File: config.mk
export PLATFORM = sky130hd
export DESIGN_NAME = fpx_status_upd
export DESIGN_NICKNAME = d
export VERILOG_FILES = /design/src/rtl/fpx_pkg.sv /design/src/rtl/fpx_trap_pick.sv /design/src/rtl/fpx_field_next.sv /design/src/rtl/fpx_status_upd.sv
export SDC_FILE = /design/constraint.sdc
export NUM_CORES = 1
export LEC_CHECK = 0
export ABC_AREA = 1
export BUFFER_PORTS_ARGS = -buffer_cell sky130_fd_sc_hd__buf_2
export CORE_MARGIN = 1.5
export CORE_UTILIZATION = 44
export DETAILED_ROUTE_END_ITERATION = 10
export GPL_TIMING_DRIVEN = 0
export PLACE_DENSITY = 0.8
export SETUP_SLACK_MARGIN = 0.15
export SYNTH_ARGS = -nofsm -noshare
export SYNTH_HDL_FRONTEND = slang
export SYNTH_SLANG_ARGS = --single-unit
File: constraint.sdc
create_clock -name clk -period 1.2 [get_ports clk]
set_input_delay 0.18 -clock clk [delete_from_list [all_inputs] [get_ports clk]]
set_output_delay 0.18 -clock clk [all_outputs]
set_load 0.05 [all_outputs]
File: src/rtl/fpx_pkg.sv
package fpx_pkg;

   localparam int unsigned FLAG_W = 5;

   // Flag positions, shared by the input and all three status fields.
   localparam int unsigned F_INV = 4;
   localparam int unsigned F_OF  = 3;
   localparam int unsigned F_UF  = 2;
   localparam int unsigned F_DZ  = 1;
   localparam int unsigned F_NX  = 0;

   typedef logic [FLAG_W-1:0] flags_t;

   function automatic flags_t flag_bit(input int unsigned idx);
      flags_t v;
      v = '0;
      v[idx] = 1'b1;
      return v;
   endfunction

endpackage

File: src/rtl/fpx_trap_pick.sv
module fpx_trap_pick
   import fpx_pkg::*;
#(
   parameter bit FORCE_SINGLE = 1'b0
)(
   input  flags_t raised,
   input  flags_t tmask,
   output logic   trap,
   output flags_t report
);

   flags_t hit;
   flags_t pri3;
   flags_t reduced;
   logic   multi;

   assign hit   = raised & tmask;
   assign trap  = |hit;
   assign multi = (hit & (hit - flags_t'(1))) != '0;

   // Fixed priority among invalid, divide-by-zero and inexact.
   always_comb begin
      pri3 = hit;
      if (multi) begin
         if (hit[F_INV])     pri3 = flag_bit(F_INV);
         else if (hit[F_DZ]) pri3 = flag_bit(F_DZ);
         else if (hit[F_NX]) pri3 = flag_bit(F_NX);
      end
   end

   generate
      if (FORCE_SINGLE) begin : g_force
         // Variant: a remaining overflow+underflow pair collapses to overflow.
         always_comb begin
            reduced = pri3;
            if (pri3[F_OF] && pri3[F_UF]) reduced = flag_bit(F_OF);
         end
      end else begin : g_plain
         always_comb reduced = pri3;
      end
   endgenerate

   assign report = trap ? reduced : raised;

   always_comb begin
      if (trap) begin
         AST_REPORT_SUBSET: assert ((report & ~hit) == '0);
      end
   end

endmodule

File: src/rtl/fpx_field_next.sv
module fpx_field_next
   import fpx_pkg::*;
#(
   parameter int unsigned REG_W    = 64,
   parameter int unsigned AEXC_LSB = 5,
   parameter int unsigned CEXC_LSB = 0,
   parameter int unsigned FTT_BIT  = 14
)(
   input  logic [REG_W-1:0] cur,
   input  flags_t           raised,
   input  logic             trap,
   input  flags_t           report,
   output logic [REG_W-1:0] nxt
);

   localparam logic [REG_W-1:0] ONES = REG_W'((1 << FLAG_W) - 1);
   localparam logic [REG_W-1:0] AMSK = ONES << AEXC_LSB;
   localparam logic [REG_W-1:0] CMSK = ONES << CEXC_LSB;

   flags_t cexc_new;
   flags_t aexc_old;
   flags_t aexc_new;

   assign aexc_old = cur[AEXC_LSB +: FLAG_W];

   always_comb begin
      cexc_new = report;
      if (!trap && (report[F_OF] || report[F_UF])) cexc_new[F_NX] = 1'b1;
      aexc_new = trap ? '0 : (aexc_old | raised);
   end

   always_comb begin
      nxt = cur & ~(AMSK | CMSK);
      nxt[CEXC_LSB +: FLAG_W] = cexc_new;
      nxt[AEXC_LSB +: FLAG_W] = aexc_new;
      if (trap) nxt[FTT_BIT] = 1'b1;
   end

endmodule

File: src/rtl/fpx_status_upd.sv
module fpx_status_upd
   import fpx_pkg::*;
#(
   parameter int unsigned REG_W        = 64,
   parameter int unsigned TEM_LSB      = 23,
   parameter int unsigned AEXC_LSB     = 5,
   parameter int unsigned CEXC_LSB     = 0,
   parameter int unsigned FTT_BIT      = 14,
   parameter bit          FORCE_SINGLE = 1'b0
)(
   input  logic              clk,
   input  logic              rst_n,
   input  logic              cmpl_vld,
   input  logic [4:0]        cmpl_flags,
   input  logic              sw_we,
   input  logic [REG_W-1:0]  sw_wdata,
   output logic [REG_W-1:0]  status_q,
   output logic              trap_req,
   output logic              pc_adv
);

   localparam logic [REG_W-1:0] ONES    = REG_W'((1 << FLAG_W) - 1);
   localparam logic [REG_W-1:0] UPD_MSK = (ONES << AEXC_LSB) | (ONES << CEXC_LSB)
                                          | (REG_W'(1) << FTT_BIT);

   // Elaboration-time parameter checks.
   if (FLAG_W != 5) begin : g_bad_flagw
      $error("flag width must be 5");
   end
   if (TEM_LSB + FLAG_W > REG_W || AEXC_LSB + FLAG_W > REG_W ||
       CEXC_LSB + FLAG_W > REG_W || FTT_BIT >= REG_W) begin : g_bad_range
      $error("status field outside register");
   end
   if ((AEXC_LSB < CEXC_LSB + FLAG_W && CEXC_LSB < AEXC_LSB + FLAG_W) ||
       (TEM_LSB < AEXC_LSB + FLAG_W && AEXC_LSB < TEM_LSB + FLAG_W) ||
       (TEM_LSB < CEXC_LSB + FLAG_W && CEXC_LSB < TEM_LSB + FLAG_W)) begin : g_bad_overlap
      $error("status fields overlap");
   end

   flags_t           tmask;
   logic             trap;
   flags_t           report;
   logic [REG_W-1:0] nxt;
   logic             take;

   assign tmask = status_q[TEM_LSB +: FLAG_W];
   assign take  = cmpl_vld && !sw_we;

   fpx_trap_pick #(.FORCE_SINGLE(FORCE_SINGLE)) u_pick (
      .raised (cmpl_flags),
      .tmask  (tmask),
      .trap   (trap),
      .report (report)
   );

   fpx_field_next #(
      .REG_W    (REG_W),
      .AEXC_LSB (AEXC_LSB),
      .CEXC_LSB (CEXC_LSB),
      .FTT_BIT  (FTT_BIT)
   ) u_next (
      .cur    (status_q),
      .raised (cmpl_flags),
      .trap   (trap),
      .report (report),
      .nxt    (nxt)
   );

   always_ff @(posedge clk) begin
      if (!rst_n) begin
         status_q <= '0;
         trap_req <= 1'b0;
         pc_adv   <= 1'b0;
      end else begin
         trap_req <= take && trap;
         pc_adv   <= take && !trap;
         if (sw_we)     status_q <= sw_wdata;
         else if (take) status_q <= nxt;
      end
   end

   AST_PULSE_EXCL: assert property (@(posedge clk) disable iff (!rst_n)
      !(trap_req && pc_adv));

   AST_TRAP_SINGLE: assert property (@(posedge clk) disable iff (!rst_n)
      trap_req |=> !trap_req);

   AST_ADV_SINGLE: assert property (@(posedge clk) disable iff (!rst_n)
      pc_adv |=> !pc_adv);

   AST_TRAP_FIELDS: assert property (@(posedge clk) disable iff (!rst_n)
      trap_req |-> (status_q[FTT_BIT] && status_q[AEXC_LSB +: FLAG_W] == '0
                    && status_q[CEXC_LSB +: FLAG_W] != '0));

   AST_ACCRUE_GROW: assert property (@(posedge clk) disable iff (!rst_n)
      pc_adv |-> ((status_q[AEXC_LSB +: FLAG_W] & $past(status_q[AEXC_LSB +: FLAG_W]))
                  == $past(status_q[AEXC_LSB +: FLAG_W])));

   AST_OTHER_HELD: assert property (@(posedge clk) disable iff (!rst_n)
      (trap_req || pc_adv) |-> ((status_q & ~UPD_MSK) == ($past(status_q) & ~UPD_MSK)));

   AST_SW_LOAD: assert property (@(posedge clk) disable iff (!rst_n)
      $past(sw_we && rst_n) |-> (status_q == $past(sw_wdata) && !trap_req && !pc_adv));

endmodule

==> impl_metrics.toml, run 1 <==
[outcome]
status = "finished with violations"
violations = "setup timing"

[routing]
detail_route.wl_per_cell_um = 13.4
route.final.wire_length_um = 7560
detailedRoute.firstIterationViolations = 144
via_count = 2772
drt_drc_violations_left = 0
route.antenna.remaining_nets = 0
vias_per_cell = 4.91
drt_pass1_iterations = 4

[critical_path]
r2r_start = "status_q[23]"
worst_ep_arrival_time_ns = 1.47
crit_type = "reg -> reg"
cp_max_fo = 6
slowest_stage = "sky130_fd_sc_hd__dfxtp_4"
timing.critical_path.mode_cell = "sky130_fd_sc_hd__nand2_4"
critical_path.max_stage_delay_ns = 0.36
kind_of_capture_point_of_the_worst_setup_path = "register"
cp.required_ns = 1.46
r2r.worst_path.cells = 7
crit_path_cell_trace = "nand2_4 > inv_4 > nor2_4 > nand2_4 > o21ai_4 > o21ai_1 > a21oi_1"
setup.worst_path.start_class = "register"
crit_start = "status_q[23]"

[cells_and_area]
antenna_cells_inserted = 0
post-route-util_pct = 74.9
stdcell_area_sq_um = 4100
final_common_cell = "sky130_fd_sc_hd__nor2_1"
final_layout_size_suffix_gt1_share_pct = 49.3
fillers = 407
instances_no_fill = 565
most-common-layout-cells = "116 x sky130_fd_sc_hd__nor2_1, 76 x sky130_fd_sc_hd__buf_2, 61 x sky130_fd_sc_hd__buf_6, 54 x sky130_fd_sc_hd__o21ai_0, 44 x sky130_fd_sc_hd__dfxtp_2"
layout-area-overhead-vs-synth_pct = 64.3
nNetsFinal = 562

[yosys]
synth_nets = 403
proportion_of_synthesized_chip_area_in_sequential_cells_pct = 53.0
synth_seq_cells = 66
synth.distinct_cells = 22
netlist_area_sq_um = 2490
yosys_warnings = 0
cell_count_after_synthesis = 330
average_instance_area_after_synthesis_sq_um = 7.56

[placed_design]
placed_cells = 539
numPortBuffers = 137
routabilityCongestion = 0.902
placed_cell_area_sq_um = 3300
half_perimeter_wire_length_after_placement_um = 4980
dp_worst_setup_slack_ns = -0.0124

[power_and_ir_drop]
sequential_share_of_power_pct = 43.2
powerDensity_nw_per_um2 = 1400
report.power.total_w = 0.00574
leakage_nw = 1.97
power_frac_clock_pct = 30.7
cell_internal_pwr_w = 0.00388
p_switching_w = 0.00186
combPwrFrac_pct = 26.1
switching_share_pct = 32.4
vdd.ir_drop.worst_uv = 914

[global_routing]
grt_overflow = 0
global_route.usage.total_pct = 24.4
antenna_found_initial = 0
grt_use_met1_pct = 27.7
via_count_of_the_first_global_routing_pass = 2679
groute.layer.met2.usage_pct = 42.3
grtUsageMet3_pct = 6.51
grt_first_pass_wirelength_um = 11600
global_route.peak_usage_layer = "met2"
grt_max_degree = 11

[clocking]
numClockSinks = 66
clock-root-buffer = "sky130_fd_sc_hd__clkbuf_8"
ctsHoldBuffers = 0
numCtsBuffers = 9
clock_latency_ns = 0.34
clock_tree.htree_level_count = 3
cts_tree = "built"
clkSlewWorstSetupHoldPaths_ns = 0.07
clock_path_buffers = 2

[floorplanning]
io_pins = 139
fp.coreArea_sq_um = 5470
fp_rows = 27
die-area_sq_um = 6130
initial_core_util_pct = 45.6
die_height_um = 78.3
dieWidth_um = 78.3

[timing]
fmaxAchievable_mhz = 827
maxSlewHeadroom_pct = 71.0
worst_clock_skew_ns = 0.00435
post-route-min-period_ns = 1.21
finalHoldViolCount = 0
report.final.setup_viol = 4
final_min_period_over_clock_period_pct = 101
worst-slew-pin-transition_ns = 0.435
slew_violations = 0
final_critical_path_setup_slack_ns = -0.00955
rsz0062_at_grt = "true"

[min_path]
whs_path_depth = 3
hold_path.class = "in -> reg"
min-delay-start = "sw_wdata[40]"

[run]
timing.max_cap.violations = 0
## worst paths after layout
path | end | slack (ns)
hold / removal | status_q[40] | 0.06
setup / recovery | status_q[6] | -0.01
setup reg to reg | status_q[6] | -0.01
hold reg to reg | status_q[0] | 0.48
## flip-flops by register name (all words and copies together) (netlist names)
register  cells
status_q     64
pc_adv        1
trap_req      1
## metrics by stage
| stage | hold slack [ns] | setup TNS [ns] |
|---|---|---|
| after floorplan | 0.314 | 0 |
| after global routing | 0.0612 | -0.716 |
| after global placement | 0.401 | 0 |
| after CTS | 0.0562 | -0.00667 |
| final | 0.0606 | -0.0282 |
| after detailed placement | 0.405 | -0.0189 |
## logic make-up (layout without fill, tap and decap cells)
| logic type | Yosys count | after routing | synth area share [%] |
|---|---|---|---|
| flops | 66 | 66 | 53.0 |
| compound gates | 78 | 78 | 16.4 |
| buf+inv | 28 | 191 | 5.22 |
| simple gates | 158 | 158 | 25.4 |
## cell type report
cell class                 instances  area, sq um  share of cell area (%)
buffer                            19         93.8                    2.29
clock buffer                      13          179                    4.37
clock inverter                     2         10.0                   0.244
inverter                           9         38.8                   0.946
multi-input combinational        236         1090                    26.6
sequential                        66         1400                    34.1
tap                               72         90.1                    2.20
timing repair buffer             148         1200                    29.2
## power groups by stage
stage / combinational, W / clock [W] / sequential, W
finish: 0.00150 / 0.00176 / 0.00248
global placement: 0.00122 / 0 / 0.00246
floorplan: 0.000331 / 0 / 0.00301
detailed placement: 0.00124 / 0 / 0.00247
global route: 0.00159 / 0.00187 / 0.00250
CTS: 0.00142 / 0.00178 / 0.00245
## critical path, delay by kind of cell, from the launching register on
family	cells	cell delay, ns
AOI/OAI and AO/OA	3	0.45
and+or+nand+nor	3	0.28
buffers and inverters	1	0.05
DFF	1	0.36
## metal layers
layer	share of wire (%)	up-vias	wire [um]
met2	50	118	3750
met3	7.1	18	535
met1	41	1259	3080
met4	2.5	0	189
li1	-	1377	-
met5	0	-	0
## repair_timing
item	CTS	global route
resized for setup	116	77
pin swaps	6	2
endpoints found under the setup margin	75	70
setup buffers	7	4
## synthesized netlist by cell type
master / instances / area, sq um
sky130_fd_sc_hd__a22oi_1: 1 / 7.51
sky130_fd_sc_hd__nand2_1: 27 / 101
sky130_fd_sc_hd__o211ai_1: 1 / 7.51
sky130_fd_sc_hd__nor2_4: 2 / 22.5
sky130_fd_sc_hd__inv_2: 4 / 15.0
sky130_fd_sc_hd__dfxtp_1: 66 / 1320
sky130_fd_sc_hd__nand3_1: 7 / 35.0
sky130_fd_sc_hd__o21ai_4: 1 / 16.3
sky130_fd_sc_hd__a21oi_1: 9 / 45.0
sky130_fd_sc_hd__inv_1: 4 / 15.0
sky130_fd_sc_hd__a31oi_1: 2 / 12.5
sky130_fd_sc_hd__nor2_1: 117 / 439
sky130_fd_sc_hd__buf_4: 2 / 15.0
sky130_fd_sc_hd__clkbuf_8: 1 / 13.8
sky130_fd_sc_hd__clkbuf_1: 11 / 41.3
sky130_fd_sc_hd__buf_2: 4 / 20.0
sky130_fd_sc_hd__o21ai_1: 10 / 50.1
sky130_fd_sc_hd__nand2_4: 1 / 11.3
sky130_fd_sc_hd__o21ai_0: 54 / 270
sky130_fd_sc_hd__nand2_2: 4 / 25.0
sky130_fd_sc_hd__inv_4: 1 / 6.26
sky130_fd_sc_hd__buf_1: 1 / 3.75
No activity file was read; power rests on OpenSTA's default activity.
==> run 2: changes to the inputs <==
ABC_AREA = default   (was 1)
CORE_UTILIZATION = 51   (was 44)
CTS_CLUSTER_SIZE = 28   (was default)
PLACE_DENSITY = 0.81   (was 0.8)
SYNTH_HIERARCHICAL = 1   (was default)
==> run 2 against run 1 <==
Compared with the run above:
- the run still ends with setup timing left
- die area increased by 37%
- synthesized area is 61% higher
- combinational power grew 69%
- final area up 58%
- non-clock buffer count rose by 69
- global-route usage is 1.3 points higher
- count of clock-buffer cells in the layout is 2 lower
- synthesized cell count rose by 12%
==> impl_metrics.toml, run 2 <==
[critical_path]
cp_max_fo = 2
cp.required_ns = 1.44
worst_ep_arrival_time_ns = 2.00
setup.worst_path.start_class = "register"
crit_type = "reg -> reg"
kind_of_capture_point_of_the_worst_setup_path = "register"

[floorplanning]
fp_rows = 32
dieWidth_um = 91.7
initial_core_util_pct = 52.2
die-area_sq_um = 8400
io_pins = 139
die_height_um = 91.7
fp.coreArea_sq_um = 7690

[yosys]
post-synth-top-area-fraction_pct = 32.9
most_frequent_cells_after_synthesis = "67 x sky130_fd_sc_hd__o211a_1, 66 x sky130_fd_sc_hd__dfxtp_1, 57 x sky130_fd_sc_hd__buf_4, 35 x sky130_fd_sc_hd__mux2_4, 35 x sky130_fd_sc_hd__nand2b_1"
synth_top_cell_by_area = "sky130_fd_sc_hd__dfxtp_1"
synth_async_sr_flop_share_pct = 0
synth_ff_type = "sky130_fd_sc_hd__dfxtp_1"
cell_count_after_synthesis = 371
synth-edff-count = 0
netlist_area_sq_um = 4010
top_count_cell_post_synth = "sky130_fd_sc_hd__o211a_1"
average_instance_area_after_synthesis_sq_um = 10.8
synthTopCellsByArea = "sky130_fd_sc_hd__dfxtp_1 33%, sky130_fd_sc_hd__o211a_1 17%, sky130_fd_sc_hd__mux2_4 13%"
synth_seq_cells = 66
synth_nets = 444
synth.distinct_cells = 23
yosys_warnings = 6
proportion_of_synthesized_chip_area_in_sequential_cells_pct = 32.9

[timing]
post-route-min-period_ns = 1.76
maxSlewHeadroom_pct = 64.6
finalHoldViolCount = 0
fmaxAchievable_mhz = 567
final_min_period_over_clock_period_pct = 147
worst_clock_skew_ns = 0.00703
hold_slack_ns = 0.146
report.final.setup_viol = 15
fin_tns_setup_ns = -6.48
slew_violations = 0
final_critical_path_setup_slack_ns = -0.563
rsz0062_at_grt = "true"
worst-slew-pin-transition_ns = 0.530

[clocking]
clock_tree.htree_level_count = 3
clock_path_buffers = 2
clock-root-buffer = "sky130_fd_sc_hd__clkbuf_8"
clock_latency_ns = 0.35
numCtsBuffers = 9
clkSlewWorstSetupHoldPaths_ns = 0.08
cts_tree = "built"
numClockSinks = 66
ctsHoldBuffers = 0

[cells_and_area]
nNetsFinal = 606
most-common-layout-cells = "80 x sky130_fd_sc_hd__buf_2, 71 x sky130_fd_sc_hd__buf_6, 67 x sky130_fd_sc_hd__o211a_1, 63 x sky130_fd_sc_hd__buf_8, 56 x sky130_fd_sc_hd__mux2_4"
antenna_cells_inserted = 0
multiInputGateArea_sq_um = 2240
biggestRegsByFlops = "status_q: 64 flops, pc_adv: 1 flops, trap_req: 1 flops"
final_layout_size_suffix_gt1_share_pct = 70.3
fillers = 423
layout-area-overhead-vs-synth_pct = 61.2
max_flop_register = "status_q"
number_of_flip_flops_in_the_largest_register = 64
final_common_cell = "sky130_fd_sc_hd__buf_2"
sequential_cell_area_sq_um = 1530
instances_no_fill = 640

[routing]
route.antenna.remaining_nets = 0
detailedRoute.firstIterationViolations = 110
drt_drc_violations_left = 0
route.final.wire_length_um = 11500
vias_per_cell = 5.41
detail_route.wl_per_cell_um = 18.0
via_count = 3463
drt_pass1_iterations = 4

[global_routing]
via_count_of_the_first_global_routing_pass = 3477
grt_overflow = 0
global_route.usage.total_pct = 25.7
grt_max_degree = 12
antenna_found_initial = 0
grt_first_pass_wirelength_um = 17000

[outcome]
violations = "setup timing"
status = "finished with violations"

[placed_design]
routabilityCongestion = 0.750
dp_worst_setup_slack_ns = -0.836
half_perimeter_wire_length_after_placement_um = 6760
placed_cells = 608
numPortBuffers = 135

[power_and_ir_drop]
leakage_nw = 3.48
report.power.total_w = 0.00765
vdd.ir_drop.worst_uv = 969
powerDensity_nw_per_um2 = 1180

[min_path]
hold_path.class = "in -> reg"

[run]
timing.max_cap.violations = 0
[run 2: changes by cell type in the layout (fill, tap and decap cells not counted), sizes merged, moves of 4 or more]
| cell | change |
|---|---|
| a21oi | -9 |
| buf | +71 |
| bufinv | +4 |
| clkbuf | -4 |
| inv | -9 |
| mux2 | +64 |
| nand2 | -28 |
| nand2b | +35 |
| nand3 | -7 |
| nor2 | -108 |
| o211a | +67 |
| o21ai | -65 |
| or2b | +29 |
[run 2: layout make-up]
| class | instances | share of cell area (%) |
|---|---|---|
| Multi-Input combinational cell | 220 | 34.7 |
| Sequential cell | 66 | 23.7 |
| Timing Repair Buffer | 151 | 23.1 |
| Buffer | 85 | 12.4 |
| Clock buffer | 11 | 2.19 |
| Tap cell | 102 | 1.97 |
| Clock inverter | 5 | 1.93 |
[run 2: worst paths after layout]
kind | endpoint | startpoint | slack [ns] | cells past startpoint
setup / recovery | status_q[14] | status_q[27] | -0.56 | 6
hold / removal | status_q[53] | sw_wdata[53] | 0.15 | 3
setup reg to reg | status_q[14] | status_q[27] | -0.56 | 6
hold reg to reg | status_q[3] | status_q[3] | 0.64 | 2
[run 2: timing repair]
action | in CTS | in global routing
pin swaps | 8 | 13
gates resized for setup | 169 | 75
buffers inserted | 9 | 7
setup endpoints to repair | 81 | 95
[run 2: metal layers]
metal / track usage [%] / wire (um) / up-vias
met2: 44.5 / 5960 / 133
met4: 9.90 / 295 / 0
li1: - / - / 1584
met3: 7.38 / 747 / 29
met1: 29.8 / 4510 / 1717
met5: 0 / 0 / -
[run 2: through the flow]
step	utilization (%)	area (sq um)
2_1_floorplan	-	4470
3_3_place_gp	68.6	5280
3_5_place_dp	68.6	5280
4_1_cts	79.9	6140
5_1_grt	84.1	6470
6_report	84.1	6470
[run 2: report_power, final]
| part | internal [W] | switching, W |
|---|---|---|
| Combinational | 0.00137 | 0.00117 |
| Clock | 0.00165 | 0.000905 |
| Sequential | 0.00234 | 0.000216 |
[run 2: logic make-up after synthesis]
family / count (synthesis) / share of synthesized area (%)
and+or+nand+nor: 83 / 12.9
buffers and inverters: 85 / 14.8
muxes: 64 / 21.2
AOI/OAI and AO/OA: 73 / 18.1
DFF: 66 / 32.9
[run 2: worst max-delay path, stage by stage, from the launching register on]
cell and delay (ns):
sky130_fd_sc_hd__dfxtp_4 0.35, sky130_fd_sc_hd__a222oi_1 0.35, sky130_fd_sc_hd__buf_4 0.20, sky130_fd_sc_hd__nand2_4 0.06, sky130_fd_sc_hd__or2_1 0.22, sky130_fd_sc_hd__mux2_4 0.26, sky130_fd_sc_hd__o211a_1 0.22
